`src/rtl/rotimm_pkg.sv`:
```
package rotimm_pkg;
  typedef enum logic {
    SCAN_IDLE = 1'b0,
    SCAN_RUN  = 1'b1
  } scan_state_t;
endpackage

```
`src/rtl/rotimm_fit.sv`:
```
// Tests one candidate rotation: rotates the operand left by 2*rot and
// reports whether everything above the immediate field is zero.
module rotimm_fit #(
  parameter int DATA_W = 32,
  parameter int IMM_W  = 8,
  parameter int ROT_W  = 4
) (
  input  logic [DATA_W-1:0] operand,
  input  logic [ROT_W-1:0]  rot,
  output logic              hit,
  output logic [IMM_W-1:0]  imm
);
  localparam int SH_W = ROT_W + 2;
  localparam logic [SH_W-1:0] FULL = SH_W'(DATA_W);

  logic [SH_W-1:0]   shamt;
  logic [SH_W-1:0]   back;
  logic [DATA_W-1:0] rolled;

  always_comb begin
    shamt  = {1'b0, rot, 1'b0};
    back   = FULL - shamt;
    rolled = (operand << shamt) | (operand >> back);
    hit    = ~|rolled[DATA_W-1:IMM_W];
    imm    = rolled[IMM_W-1:0];
  end
endmodule

```
`src/rtl/rotimm_seq.sv`:
```
// Search sequencer: accepts a start while idle and walks the step counter.
// The counter MSB selects the complement phase.
module rotimm_seq #(
  parameter int STEP_W = 5
) (
  input  logic              clk,
  input  logic              rst_n,
  input  logic              start,
  input  logic              hit,
  output logic              busy,
  output logic              accept,
  output logic              finish,
  output logic [STEP_W-1:0] step
);
  import rotimm_pkg::*;

  scan_state_t       state_q, state_d;
  logic [STEP_W-1:0] step_q, step_d;
  logic              step_en;

  always_comb begin
    state_d = state_q;
    step_d  = step_q;
    step_en = 1'b0;
    accept  = 1'b0;
    finish  = 1'b0;
    unique case (state_q)
      SCAN_IDLE: begin
        if (start) begin
          accept  = 1'b1;
          state_d = SCAN_RUN;
          step_d  = '0;
          step_en = 1'b1;
        end
      end
      SCAN_RUN: begin
        if (hit || (&step_q)) begin
          finish  = 1'b1;
          state_d = SCAN_IDLE;
        end else begin
          step_d  = step_q + 1'b1;
          step_en = 1'b1;
        end
      end
      default: state_d = SCAN_IDLE;
    endcase
  end

  always_ff @(posedge clk or negedge rst_n) begin
    if (!rst_n) begin
      state_q <= SCAN_IDLE;
      step_q  <= '0;
    end else begin
      state_q <= state_d;
      if (step_en) step_q <= step_d;
    end
  end

  assign busy = (state_q == SCAN_RUN);
  assign step = step_q;
endmodule

```
`src/rtl/rotimm_encoder.sv`:
```
module rotimm_encoder #(
  parameter int DATA_W = 32,
  parameter int IMM_W  = 8,
  localparam int ROT_W = $clog2(DATA_W / 2)
) (
  input  logic              clk,
  input  logic              rst_n,
  input  logic              start,
  input  logic [DATA_W-1:0] value,
  output logic              done,
  output logic              valid,
  output logic              use_not,
  output logic [IMM_W-1:0]  imm8,
  output logic [ROT_W-1:0]  rot4
);
  localparam int STEP_W = ROT_W + 1;

  logic              busy;
  logic              accept;
  logic              finish;
  logic [STEP_W-1:0] step;
  logic [DATA_W-1:0] operand_q;
  logic [DATA_W-1:0] cand;
  logic              hit;
  logic [IMM_W-1:0]  fit_imm;
  logic              compl_phase;

  logic              done_d, valid_d, not_d;
  logic [IMM_W-1:0]  imm_d;
  logic [ROT_W-1:0]  rot_d;
  logic              res_en;

  assign compl_phase = step[STEP_W-1];
  assign cand        = compl_phase ? ~operand_q : operand_q;

  rotimm_seq #(.STEP_W(STEP_W)) u_seq (
    .clk    (clk),
    .rst_n  (rst_n),
    .start  (start),
    .hit    (hit),
    .busy   (busy),
    .accept (accept),
    .finish (finish),
    .step   (step)
  );

  rotimm_fit #(.DATA_W(DATA_W), .IMM_W(IMM_W), .ROT_W(ROT_W)) u_fit (
    .operand (cand),
    .rot     (step[ROT_W-1:0]),
    .hit     (hit),
    .imm     (fit_imm)
  );

  always_ff @(posedge clk or negedge rst_n) begin
    if (!rst_n) operand_q <= '0;
    else if (accept) operand_q <= value;
  end

  always_comb begin
    done_d  = finish;
    valid_d = finish & hit;
    res_en  = finish;
    not_d   = hit & compl_phase;
    imm_d   = hit ? fit_imm : '0;
    rot_d   = hit ? step[ROT_W-1:0] : '0;
  end

  always_ff @(posedge clk or negedge rst_n) begin
    if (!rst_n) begin
      done    <= 1'b0;
      valid   <= 1'b0;
      use_not <= 1'b0;
      imm8    <= '0;
      rot4    <= '0;
    end else begin
      done  <= done_d;
      valid <= valid_d;
      if (res_en) begin
        use_not <= not_d;
        imm8    <= imm_d;
        rot4    <= rot_d;
      end
    end
  end
endmodule

```
`config.mk`:
```
export PLATFORM = sky130hd
export DESIGN_NAME = rotimm_encoder
export DESIGN_NICKNAME = d
export VERILOG_FILES = /design/src/rtl/rotimm_pkg.sv /design/src/rtl/rotimm_fit.sv /design/src/rtl/rotimm_seq.sv /design/src/rtl/rotimm_encoder.sv
export SDC_FILE = /design/constraint.sdc
export NUM_CORES = 1
export LEC_CHECK = 0
export BUFFER_PORTS_ARGS = -buffer_cell sky130_fd_sc_hd__buf_2
export CAP_MARGIN = 5
export CORE_MARGIN = 3
export CORE_UTILIZATION = 60
export DETAILED_ROUTE_END_ITERATION = 8
export HOLD_SLACK_MARGIN = 0.03
export PLACE_DENSITY = 0.81
export SYNTH_ARGS = -nofsm -noshare
export SYNTH_HDL_FRONTEND = slang
export SYNTH_SLANG_ARGS = --single-unit
export TNS_END_PERCENT = 50
```
`constraint.sdc`:
```
create_clock -name clk -period 5.2 [get_ports clk]
set_input_delay 0.26 -clock clk [delete_from_list [all_inputs] [get_ports clk]]
set_output_delay 0.26 -clock clk [all_outputs]
set_load 0.05 [all_outputs]
```
==> run summary <==
Initial Util: 63.7%
number of instances resized during post-cts repair: 0
Final setup viols: 0
TritonCTS clock tree: built
global-route wire length before repair: 23500 um
internal reg-to-reg setup slack: 0.91 ns
YS warnings: 0
Reg-to-Reg Start: u_seq.step[1]
Slew Viols, Final: 0
sequential cell area fraction in the yosys report: 26.1%
area fraction in compound gates after synthesis: 17.3%
most area-consuming cells after synthesis: dfrtp_1, nand2_1, mux4_2
count of input and output buffers: 49
portion of the clock cycle consumed by the worst path in the final layout: 82.5%
ratio of cells with drive above 1 in the final layout: 18.4%
remaining antenna violation count after routing: 0
commonest register cell after synthesis: dfrtp_1
fraction of synthesis flops using an asynchronous set or reset pin: 100%
mux share of post-synthesis cell area: 19.8%
post-synthesis cell area: 5070 um^2
standard-cell row count: 32
later-pin clock latency in the skew report: 0.32 ns
measured slew at the worst slew-check pin: 0.913 ns
via density per instance: 6.70
maximum number of pins on one net before global-route repair: 54
adder-cell share of the synthesized area: 0.740%
hold-fix buffer count after cts: 0
CTS Buf Count: 5
average footprint of a synthesized cell: 8.23 um^2
core footprint: 7970 um^2
die outline area: 9600 um^2
Synth Net Count: 655
post-synthesis share of cell area spent on and, or, nand and nor gates: 24.6%
worst endpoint data arrival time: 4.53 ns
Relative slew margins: 38.5%
clock slew seen by the registers of the worst setup and hold paths: 0.10 ns
post-route insts no fill: 728
average routed wire per standard cell: 19.4 um
kind of end point of the critical path: flip-flop
total track usage: 29.9%
CP max FO: 16
number of buffers inserted to repair setup after CTS: 0
number of placed cells counting well taps: 720
Layout fillers: 692
antenna violations before repair: 0
maximum capacitance violations: 0
Post-Synth XOR/XNOR Area: 4.83%
clk sink count: 53
num ports: 50
number of cell instances on the worst register-to-register path: 11
post-layout minimum cycle time: 4.29 ns
post-synthesis sequential element count: 53
FF+latch area: 1330 um^2
total DRC errors in the routed layout: 0
CTS Root Buffer Type: clkbuf_8
overall routed net length: 14100 um
Longest Clk Path Bufs: 2
most frequent cells after synthesis: nand2_1, dfrtp_1, nor2_1
top-count cell post-synth: nand2_1
count of routing violations after the opening detailed-route iteration: 440
DPL Wire Length: 10200 um
number of instances in the synthesized netlist: 617
cell accounting for the most synthesized area: dfrtp_1
P&R area growth vs syn: 5.15%
worst hold path class: in -> async
final total negative setup slack: 0 ns
terminus of the critical flop-to-flop path: imm8[3]
grt total ovfl: 0
main combinational cell family by area after synthesis: simple AND/OR/NAND/NOR gates
routed vias: 4878
status: complete, no violations
Final #Nets: 663
Hold Fails Final Rpt: 0
area of placed instances: 5240 um^2
Die Width: 98.0 um
Final Wtd Congestion: 1.02
area fraction of the dominant cell type after synthesis: 26.1%
area of all placed cells without fillers: 5340 um^2
first-pass iteration count of the detailed router: 6
Post-synth EDFFs: 0
H-Tree Level Count: 2
fmax: 0.233 GHz
area of the multi-input gates: 3410 um^2
clock skew: 0.0157 ns
Setup CP Type: reg -> reg
Chip Height: 98.0 um
Startpoint Class: flip-flop
worst endpoint required time: 5.44 ns
number of diodes added for antenna fixing: 0
vias in the first global route: 4559
count of different cell masters after synthesis: 71
unrepaired setup endpoints after global routing: no
[area by class of cell]
class | instances | area share (%)
Clock buffer | 7 | 1.81
Multi-Input combinational cell | 496 | 64.0
Tap cell | 102 | 2.39
Timing Repair Buffer | 60 | 6.14
Inverter | 9 | 0.633
Sequential cell | 53 | 24.9
Clock inverter | 1 | 0.0938
[stage by stage]
step	worst slack [ns]	hold WS, ns	utilization, %
2_1_floorplan	1.54	-0.0356	-
3_3_place_gp	1.21	0.411	65.7
3_5_place_dp	0.995	0.423	65.7
4_1_cts	0.969	0.0774	67.0
5_1_grt	0.601	0.112	67.0
6_report	0.910	0.0584	67.0
[worst max-delay path: stages, from the launching register on]
cell and delay, ns:
dfrtp_1 0.34, buf_4 0.22, inv_1 0.23, ha_1 0.61, clkinv_1 0.57, mux2i_1 0.41, xnor2_1 0.15, mux2_2 0.18
nand4bb_1 0.18, o32ai_4 0.29, and3_1 0.73, mux2i_1 0.27
[sequential cells by signal (all words and copies together) (netlist names)]
register,flops
operand_q,32
imm8,8
u_seq.step,5
rot4,4
done,1
u_seq.busy,1
use_not,1
valid,1
[routing by layer]
| metal | routed length, um | GRT usage (%) | part of all wire (%) |
|---|---|---|---|
| met1 | 6040 | 41.7 | 43 |
| met2 | 6600 | 47.5 | 47 |
| met3 | 1130 | 4.93 | 8.0 |
| met4 | 353 | 10.0 | 2.5 |
| met5 | 0 | 0 | 0 |
[cell usage in the layout, fill, tap and decap left out, types with 5 or more instances in the layout]
master and instances:
o22ai_1 7, xnor2_1 24, mux4_2 24, o31ai_1 7, inv_1 6, nor3_1 25, buf_2 49, o211ai_1 7
dfrtp_1 51, o221ai_1 5, mux2i_1 35, nand2_1 144, mux2_2 7, buf_4 11, and3_1 13, a221oi_1 8
a21oi_1 29, clkbuf_8 7, nor4_1 6, nand3_1 17, o21ai_0 17, nor2_1 39
[kinds of logic (layout without fill, tap and decap cells)]
logic type               Yosys count  in the layout
XOR/XNOR                          28             28
AO/OA/AOI/OAI                    121            121
AND/OR/NAND/NOR                  275            275
buffers and inverters             68             77
multiplexers                      69             69
flip-flops                        53             53
adder cells (fa/ha/maj)            3              3
[worst max-delay path by stage]
stage                       start       endpoint  slack (ns)
detailed placement  u_seq.step[1]        imm8[0]        0.99
global placement    u_seq.step[1]        use_not        1.21
CTS                 u_seq.step[1]        imm8[3]        0.97
floorplan           u_seq.step[0]  u_seq.step[4]        1.54
finish              u_seq.step[1]        imm8[3]        0.91
global route        u_seq.step[1]        rot4[2]        0.60
Power is left out: the tool's default activity adds up to more than one toggle a clock period on the data nets, which glitch-free logic cannot reach.
